===== config.mk =====
export PLATFORM = sky130hd
export DESIGN_NAME = irq_entry_seq
export DESIGN_NICKNAME = d
export VERILOG_FILES = /design/src/rtl/irqseq_pkg.sv /design/src/rtl/ret_stack.sv /design/src/rtl/entry_fsm.sv /design/src/rtl/irq_entry_seq.sv
export SDC_FILE = /design/constraint.sdc
export NUM_CORES = 1
export LEC_CHECK = 0
export BUFFER_PORTS_ARGS = -buffer_cell sky130_fd_sc_hd__clkbuf_2
export CAP_MARGIN = 20
export CORE_MARGIN = 2
export CORE_UTILIZATION = 40
export DETAILED_ROUTE_END_ITERATION = 7
export GPL_TIMING_DRIVEN = 0
export SLEW_MARGIN = 20
export SYNTH_ARGS = -nofsm -noshare
export SYNTH_HDL_FRONTEND = slang
export SYNTH_SLANG_ARGS = --single-unit

===== constraint.sdc =====
create_clock -name clk -period 7.99 [get_ports clk]
set_input_delay 1.598 -clock clk [delete_from_list [all_inputs] [get_ports clk]]
set_output_delay 1.598 -clock clk [all_outputs]
set_load 0.01 [all_outputs]

===== src/rtl/irqseq_pkg.sv =====
package irqseq_pkg;

  localparam int ADDR_W  = 15;
  localparam int STK_DEP = 8;
  localparam int BYTE_W  = 8;

  typedef enum logic [1:0] {
    S_IDLE   = 2'd0,
    S_VEC    = 2'd1,
    S_PTR_HI = 2'd2,
    S_PTR_LO = 2'd3
  } seq_state_t;

  // Signed 7-bit displacement from location zero, wrapped to the address width.
  function automatic logic [ADDR_W-1:0] rel_zero(input logic [BYTE_W-2:0] disp);
    rel_zero = {{(ADDR_W-BYTE_W+1){disp[BYTE_W-2]}}, disp};
  endfunction

  // Next byte address, wrapping inside the address space.
  function automatic logic [ADDR_W-1:0] addr_next(input logic [ADDR_W-1:0] a);
    addr_next = a + 1'b1;
  endfunction

endpackage


===== src/rtl/ret_stack.sv =====
module ret_stack
  import irqseq_pkg::*;
#(
  parameter int DEPTH = STK_DEP,
  parameter int AW    = ADDR_W,
  localparam int PW   = $clog2(DEPTH)
) (
  input  logic          clk,
  input  logic          rst_n,
  input  logic          push,
  input  logic          pop,
  input  logic [AW-1:0] wr_data,
  output logic [PW-1:0] sp,
  output logic [AW-1:0] top_data
);

  logic [AW-1:0] entry [DEPTH];
  logic [PW-1:0] sp_up;

  assign sp_up    = sp + 1'b1;
  assign top_data = entry[sp];

  always_ff @(posedge clk) begin
    if (!rst_n)    sp <= '0;
    else if (push) sp <= sp_up;
    else if (pop)  sp <= sp - 1'b1;
  end

  for (genvar i = 0; i < DEPTH; i++) begin : g_slot
    always_ff @(posedge clk) begin
      if (!rst_n)                          entry[i] <= '0;
      else if (push && sp_up == PW'(i))    entry[i] <= wr_data;
    end
  end

  p_push_incr_r7: assert property (@(posedge clk) disable iff (!rst_n)
    push |=> sp == PW'($past(sp) + 1'b1));
  p_pop_decr_r8: assert property (@(posedge clk) disable iff (!rst_n)
    pop |=> sp == PW'($past(sp) - 1'b1));
  p_push_lands_r7: assert property (@(posedge clk) disable iff (!rst_n)
    push |=> top_data == $past(wr_data));
  p_no_both_r8: assert property (@(posedge clk) disable iff (!rst_n)
    !(push && pop));

endmodule


===== src/rtl/entry_fsm.sv =====
module entry_fsm
  import irqseq_pkg::*;
#(
  parameter int AW = ADDR_W,
  parameter int DW = BYTE_W,
  localparam int HW = AW - DW
) (
  input  logic          clk,
  input  logic          rst_n,
  input  logic          instr_done,
  input  logic          irq_req,
  input  logic          ret_en,
  input  logic          inh_clr,
  input  logic [DW-1:0] dbus_in,
  input  logic          op_ack,
  input  logic [AW-1:0] ret_data,
  output logic          accept,
  output logic          pop,
  output logic          idle,
  output logic          inhibit,
  output logic          op_req,
  output logic          int_ack,
  output logic          ptr_rd,
  output logic [AW-1:0] mem_addr,
  output logic [AW-1:0] next_pc,
  output logic          branch_done,
  output logic          ret_done
);

  seq_state_t    state;
  logic [AW-1:0] ptr_ea;
  logic [HW-1:0] hi_q;
  logic [AW-1:0] vec_tgt;
  logic          vec_take;
  logic          hi_take;
  logic          lo_take;

  assign idle     = (state == S_IDLE);
  assign pop      = idle && ret_en;
  assign accept   = idle && !ret_en && instr_done && irq_req && !inhibit;
  assign vec_tgt  = rel_zero(dbus_in[DW-2:0]);
  assign vec_take = (state == S_VEC)    && op_ack;
  assign hi_take  = (state == S_PTR_HI) && op_ack;
  assign lo_take  = (state == S_PTR_LO) && op_ack;

  assign op_req   = !idle;
  assign int_ack  = (state == S_VEC);
  assign ptr_rd   = (state == S_PTR_HI) || (state == S_PTR_LO);
  assign mem_addr = (state == S_PTR_LO) ? addr_next(ptr_ea) : ptr_ea;

  always_ff @(posedge clk) begin
    if (!rst_n)                 inhibit <= 1'b0;
    else if (accept)            inhibit <= 1'b1;
    else if (pop)               inhibit <= 1'b0;
    else if (idle && inh_clr)   inhibit <= 1'b0;
  end

  always_ff @(posedge clk) begin
    if (!rst_n) begin
      state       <= S_IDLE;
      ptr_ea      <= '0;
      hi_q        <= '0;
      next_pc     <= '0;
      branch_done <= 1'b0;
      ret_done    <= 1'b0;
    end else begin
      branch_done <= 1'b0;
      ret_done    <= 1'b0;
      case (state)
        S_IDLE: begin
          if (pop) begin
            next_pc  <= ret_data;
            ret_done <= 1'b1;
          end else if (accept) begin
            state <= S_VEC;
          end
        end
        S_VEC: begin
          if (vec_take) begin
            if (dbus_in[DW-1]) begin
              ptr_ea <= vec_tgt;
              state  <= S_PTR_HI;
            end else begin
              next_pc     <= vec_tgt;
              branch_done <= 1'b1;
              state       <= S_IDLE;
            end
          end
        end
        S_PTR_HI: begin
          if (hi_take) begin
            hi_q  <= dbus_in[HW-1:0];
            state <= S_PTR_LO;
          end
        end
        S_PTR_LO: begin
          if (lo_take) begin
            next_pc     <= {hi_q, dbus_in};
            branch_done <= 1'b1;
            state       <= S_IDLE;
          end
        end
        default: state <= S_IDLE;
      endcase
    end
  end

  p_ack_with_req_r3: assert property (@(posedge clk) disable iff (!rst_n)
    int_ack |-> op_req);
  p_accept_marks_r3: assert property (@(posedge clk) disable iff (!rst_n)
    accept |=> inhibit && int_ack);
  p_ack_release_r4: assert property (@(posedge clk) disable iff (!rst_n)
    int_ack && op_ack |=> !int_ack);
  p_ack_hold_r4: assert property (@(posedge clk) disable iff (!rst_n)
    int_ack && !op_ack |=> int_ack);
  p_ret_enables_r8: assert property (@(posedge clk) disable iff (!rst_n)
    pop |=> !inhibit && ret_done && !op_req);
  p_ptr_no_ack_r6: assert property (@(posedge clk) disable iff (!rst_n)
    ptr_rd |-> op_req && !int_ack);
  p_done_one_shot_r5: assert property (@(posedge clk) disable iff (!rst_n)
    branch_done |=> !branch_done);

endmodule


===== src/rtl/irq_entry_seq.sv =====
module irq_entry_seq
  import irqseq_pkg::*;
#(
  parameter int AW    = ADDR_W,
  parameter int DW    = BYTE_W,
  parameter int DEPTH = STK_DEP,
  localparam int PW   = $clog2(DEPTH)
) (
  input  logic          clk,
  input  logic          rst_n,
  input  logic          instr_done,
  input  logic          irq_req,
  input  logic [AW-1:0] ret_addr_in,
  input  logic          ret_en,
  input  logic          inh_clr,
  input  logic [DW-1:0] dbus_in,
  input  logic          op_ack,
  output logic          op_req,
  output logic          int_ack,
  output logic          ptr_rd,
  output logic [AW-1:0] mem_addr,
  output logic          inhibit,
  output logic [PW-1:0] stk_ptr,
  output logic [AW-1:0] next_pc,
  output logic          branch_done,
  output logic          ret_done
);

  logic          ev_accept;
  logic          ev_pop;
  logic          ev_idle;
  logic [AW-1:0] stk_top;

  ret_stack #(.DEPTH(DEPTH), .AW(AW)) u_stack (
    .clk      (clk),
    .rst_n    (rst_n),
    .push     (ev_accept),
    .pop      (ev_pop),
    .wr_data  (ret_addr_in),
    .sp       (stk_ptr),
    .top_data (stk_top)
  );

  entry_fsm #(.AW(AW), .DW(DW)) u_fsm (
    .clk         (clk),
    .rst_n       (rst_n),
    .instr_done  (instr_done),
    .irq_req     (irq_req),
    .ret_en      (ret_en),
    .inh_clr     (inh_clr),
    .dbus_in     (dbus_in),
    .op_ack      (op_ack),
    .ret_data    (stk_top),
    .accept      (ev_accept),
    .pop         (ev_pop),
    .idle        (ev_idle),
    .inhibit     (inhibit),
    .op_req      (op_req),
    .int_ack     (int_ack),
    .ptr_rd      (ptr_rd),
    .mem_addr    (mem_addr),
    .next_pc     (next_pc),
    .branch_done (branch_done),
    .ret_done    (ret_done)
  );

  p_inh_blocks_r2: assert property (@(posedge clk) disable iff (!rst_n)
    inhibit && !ev_pop |=> stk_ptr == $past(stk_ptr));
  p_sp_frozen_busy_r10: assert property (@(posedge clk) disable iff (!rst_n)
    !ev_idle |=> $stable(stk_ptr));
  p_inh_frozen_busy_r10: assert property (@(posedge clk) disable iff (!rst_n)
    !ev_idle |=> inhibit);

endmodule


==> flow_results.org <==
** Run status
- Run status :: completed

** Clock network
- CTS tree :: yes
- Clock root buffer :: clkbuf_16
- The number of hold buffers added after CTS was 0.
- In this run, post-CTS repair resized a total of 0 instances.
- Clock transition at the registers of the reported paths :: ~0.070 ns
- For this design, the sink count on the clock tree is 160.
- The H-tree was split into 4 levels.
- The longest clock path from root to sink contains 2 buffers.
- Number of post-CTS setup repair buffers :: 0
- Number of buffers added by the clock tree synthesis step :: 17
- The later pin in the worst-skew pair is clocked with a latency of 0.43 ns.

** Detailed routing
- Drt wl/cell :: 21.99 um
- Total DRC errors in the routed layout :: 0
- Post-detailed-routing wire length :: 20.23 mm
- 1st-pass router iterations :: 5
- Via/cell ratio :: 5.585
- DRT antenna net count :: 0
- After the first detailed-routing iteration, the DRC count stood at 559.
- Via count :: 5,138

** Critical path
- In this design, the stage delay of the slowest critical-path cell is 0.63 ns.
- STA puts the critical path data required time at between 6 and 7 ns.
- CP max FO :: 10
- Worst reg2reg path startpoint :: u_stack.sp[0]
- Critical path data arrival time :: 2.36 ns
- On the critical path, the stage with the largest delay is an instance of a21boi_0.
- The worst setup path is of the reg -> out kind.
- Traced cell by cell, the critical path runs through buf_2 -> nand3_1 -> nor2_1 -> and3_1 -> a21boi_0 -> buf_4 -> clkbuf_2.
- STA classifies the critical path endpoint as an output pin.
- The worst setup path is launched from a flip-flop.

** Hold path
- Worst min-delay path class :: reg -> reg
- Startpoint of the worst hold path :: u_fsm.ptr_ea[6]

** Final layout
- Relative to the synthesized area, the layout overhead comes to 18.12%.
- Of the cells placed in the final design, the portion with a size suffix greater than 1 is between 20% and 30%.
- After filler insertion, the fill cell instance count of the layout stands at between 1,500 and 2,000.
- Summing all non-filler instances in the final layout gives an area of 0.008914 mm^2.
- After the last flow step, the layout net total stands at between 700 and 800.
- 0 antenna diodes ended up in the layout.

** Job
- Max capacitance violation total :: 0

** Die
- Placeable core region :: between 0.015 and 0.02 mm^2
- Die Ht :: roughly 140 um
- Area enclosed by the die boundary :: between 0.015 and 0.02 mm^2
- Top Ports :: a little under 70
- Num rows :: 50
- The die is 141.4 um wide.
- For this configuration, the core starts out at a cell density of between 40% and 50%.

** Synth
- Synthesized-area fraction occupied by and/or/nand/nor cells :: approximately 16%
- Number of synthesized flops with an enable pin :: 120
- For this run, the leading register cell type out of synthesis is edfxtp_1.
- In the synthesized netlist, the number of instances is 578.
- The synthesized netlist devotes 1.161% of its cell area to XOR and XNOR gates.
- After synthesis, the mean cell area works out to 13.06 um^2.
- After synthesis, the share of flip-flops with an asynchronous set or reset is 0%.
- After synthesis, the largest family of logic cells by area is simple AND/OR/NAND/NOR gates.
- The Yosys step of the flow raised 0 warnings.
- The synthesized netlist devotes 6.632% of its cell area to compound gates.
- The synthesized netlist devotes 1.161% of its cell area to adder and majority cells.
- When the netlist entered floorplanning its net count stood at 615.
- Sequential element share of the synthesized area :: 58.37%
- Cell area after synthesis :: between 0.007 and 0.008 mm^2
- Unique cell type count in the Yosys netlist :: 41
- After synthesis, the share of cell area in mux cells is 10.74%.
- Flop and latch count out of synthesis :: 160

** Placement
- The wire-length estimate of the detail-placed layout is 14.53 mm.
- Placed Area :: 0.008325 mm^2
- Worst-case setup slack after placement :: 4.390 ns
- Number of port buffers :: 68
- Routability-driven placement finished with a final weighted congestion of between 0.8 and 0.9.

** Global route
- First-pass GRT wire length :: 30.50 mm
- Number of global-route vias before repair :: between 5,000 and 6,000
- Entering global routing, the biggest net connects 17 pins.
- Global routing consumed, over all layers together, 20.91% of the routing resources.
- Grt total ovfl :: 0
- The number of antenna violations at the first check in global routing was 0.

** Power
- Power after layout :: 2.102 mW
- Dividing total power by cell area gives a power density of 235.8 mW/mm^2.
- Maximum ir drop on the vdd rail :: roughly 160 uV
- Leakage power :: roughly 3.8 nW

** STA
- Final max-slew violation count :: 0
- Endpoints failing hold :: 0
- Worst setup margin :: 4.033 ns
- Max transition margin :: 48.16%
- For the final database, setup skew stands at 0.009560 ns.
- Total Neg Setup Slack :: 0 ns
- Derived from the worst setup path, the maximum achievable clock frequency is 0.2527 GHz.
- Final setup violation count :: 0
- Slew of the pin with the lowest slew margin :: 0.7707 ns
- Setup repair after global routing left no endpoint under its margin.
- The worst path needs 3.957 ns of the cycle, external delays included.
- The final critical path takes up 49.52% of the cycle.
-- critical path: cells and delay by family, from the launching register on --
family	cells	cell delay, ns
compound gates	1	0.63
simple gates	3	0.39
flops	1	0.36
buf+inv	3	0.55
-- metal layers --
metal,part of all wire [%],vias up,GRT usage (%)
li1,-,2373,-
met1,44,2525,27.37
met2,48,213,33.88
met3,6.9,27,5.434
met4,1.7,0,7.421
met5,0,-,0
-- cell usage in the layout (no fill, tap or decap), types with 8 or more instances in the layout --
master	n
a21oi_1	27
dfxtp_1	40
nand2_1	37
edfxtp_1	120
inv_1	9
o21ai_2	8
buf_6	16
clkbuf_2	68
a221oi_1	8
and3_1	121
nand2b_1	9
mux2i_1	30
nor2_1	16
clkbuf_1	25
o21ai_0	11
a21boi_0	9
mux4_2	21
clkbuf_16	20
-- registers in the layout, summed over array words and instances (netlist names), named ones only --
signal             cells
u_fsm.ptr_ea           7
u_fsm.hi_q             7
u_fsm.state            1
u_fsm.next_pc         15
u_fsm.ret_done         1
u_fsm.inhibit          1
u_stack.entry        120
u_fsm.branch_done      1
u_stack.sp             3
-- cells in the mapped netlist (7+ instances only) --
master | count | share of area, %
inv_1 | 8 | 0.40
a221oi_1 | 8 | 0.93
a21oi_1 | 27 | 1.8
o21ai_0 | 19 | 1.3
and3_1 | 121 | 10
ha_1 | 7 | 1.2
buf_4 | 7 | 0.70
buf_2 | 7 | 0.46
nor2_1 | 16 | 0.80
clkbuf_1 | 24 | 1.2
a21boi_0 | 9 | 0.90
mux2i_1 | 30 | 4.0
buf_6 | 15 | 2.2
mux4_2 | 21 | 6.3
edfxtp_1 | 120 | 48
nand2_1 | 37 | 1.8
nand4_1 | 7 | 0.58
o221ai_2 | 7 | 1.4
nand2b_1 | 9 | 0.75
dfxtp_1 | 40 | 11
-- per-stage QoR --
stage	instances	util [%]	hold slack, ns
CTS	920	47.97	0.4832
global route	920	47.97	0.5219
floorplan	578	-	0.4580
finish	920	47.97	0.4834
global placement	880	44.02	0.4679
detailed placement	888	44.81	0.4736
-- logic make-up (layout without fill, tap and decap cells) --
family | Yosys count | count (layout)
fa+ha+maj | 7 | 7
buf+inv | 66 | 174
flops | 160 | 160
simple gates | 208 | 208
mux | 53 | 53
xor+xnor | 10 | 10
compound gates | 74 | 74
-- power breakdown --
group | internal, mW | switching [mW]
logic | 0.131 | 0.211
registers | 0.936 | 0.0228
clock network | 0.463 | 0.338
total | 1.53 | 0.572
-- final timing paths --
| kind | endpoint | slack (ns) | depth (start not counted) |
|---|---|---|---|
| max | mem_addr[14] | 4.03 | 7 |
| min | u_fsm.ptr_ea[6] | 0.48 | 2 |
| max reg2reg | u_stack.entry[5][11] | 5.72 | 5 |
| min reg2reg | u_fsm.ptr_ea[6] | 0.48 | 2 |
-- final cells by class --
type	count	area (um^2)	share of cell area, %
buffer	57	394.1	4.422
timing repair buffer	76	456.7	5.124
clock buffer	22	518.0	5.811
sequential	160	4404	49.41
tap	234	292.8	3.285
inverter	9	33.78	0.3790
clock inverter	10	70.07	0.7861
multi-input combinational	352	2744	30.78
No activity file was read; power rests on OpenSTA's default activity.
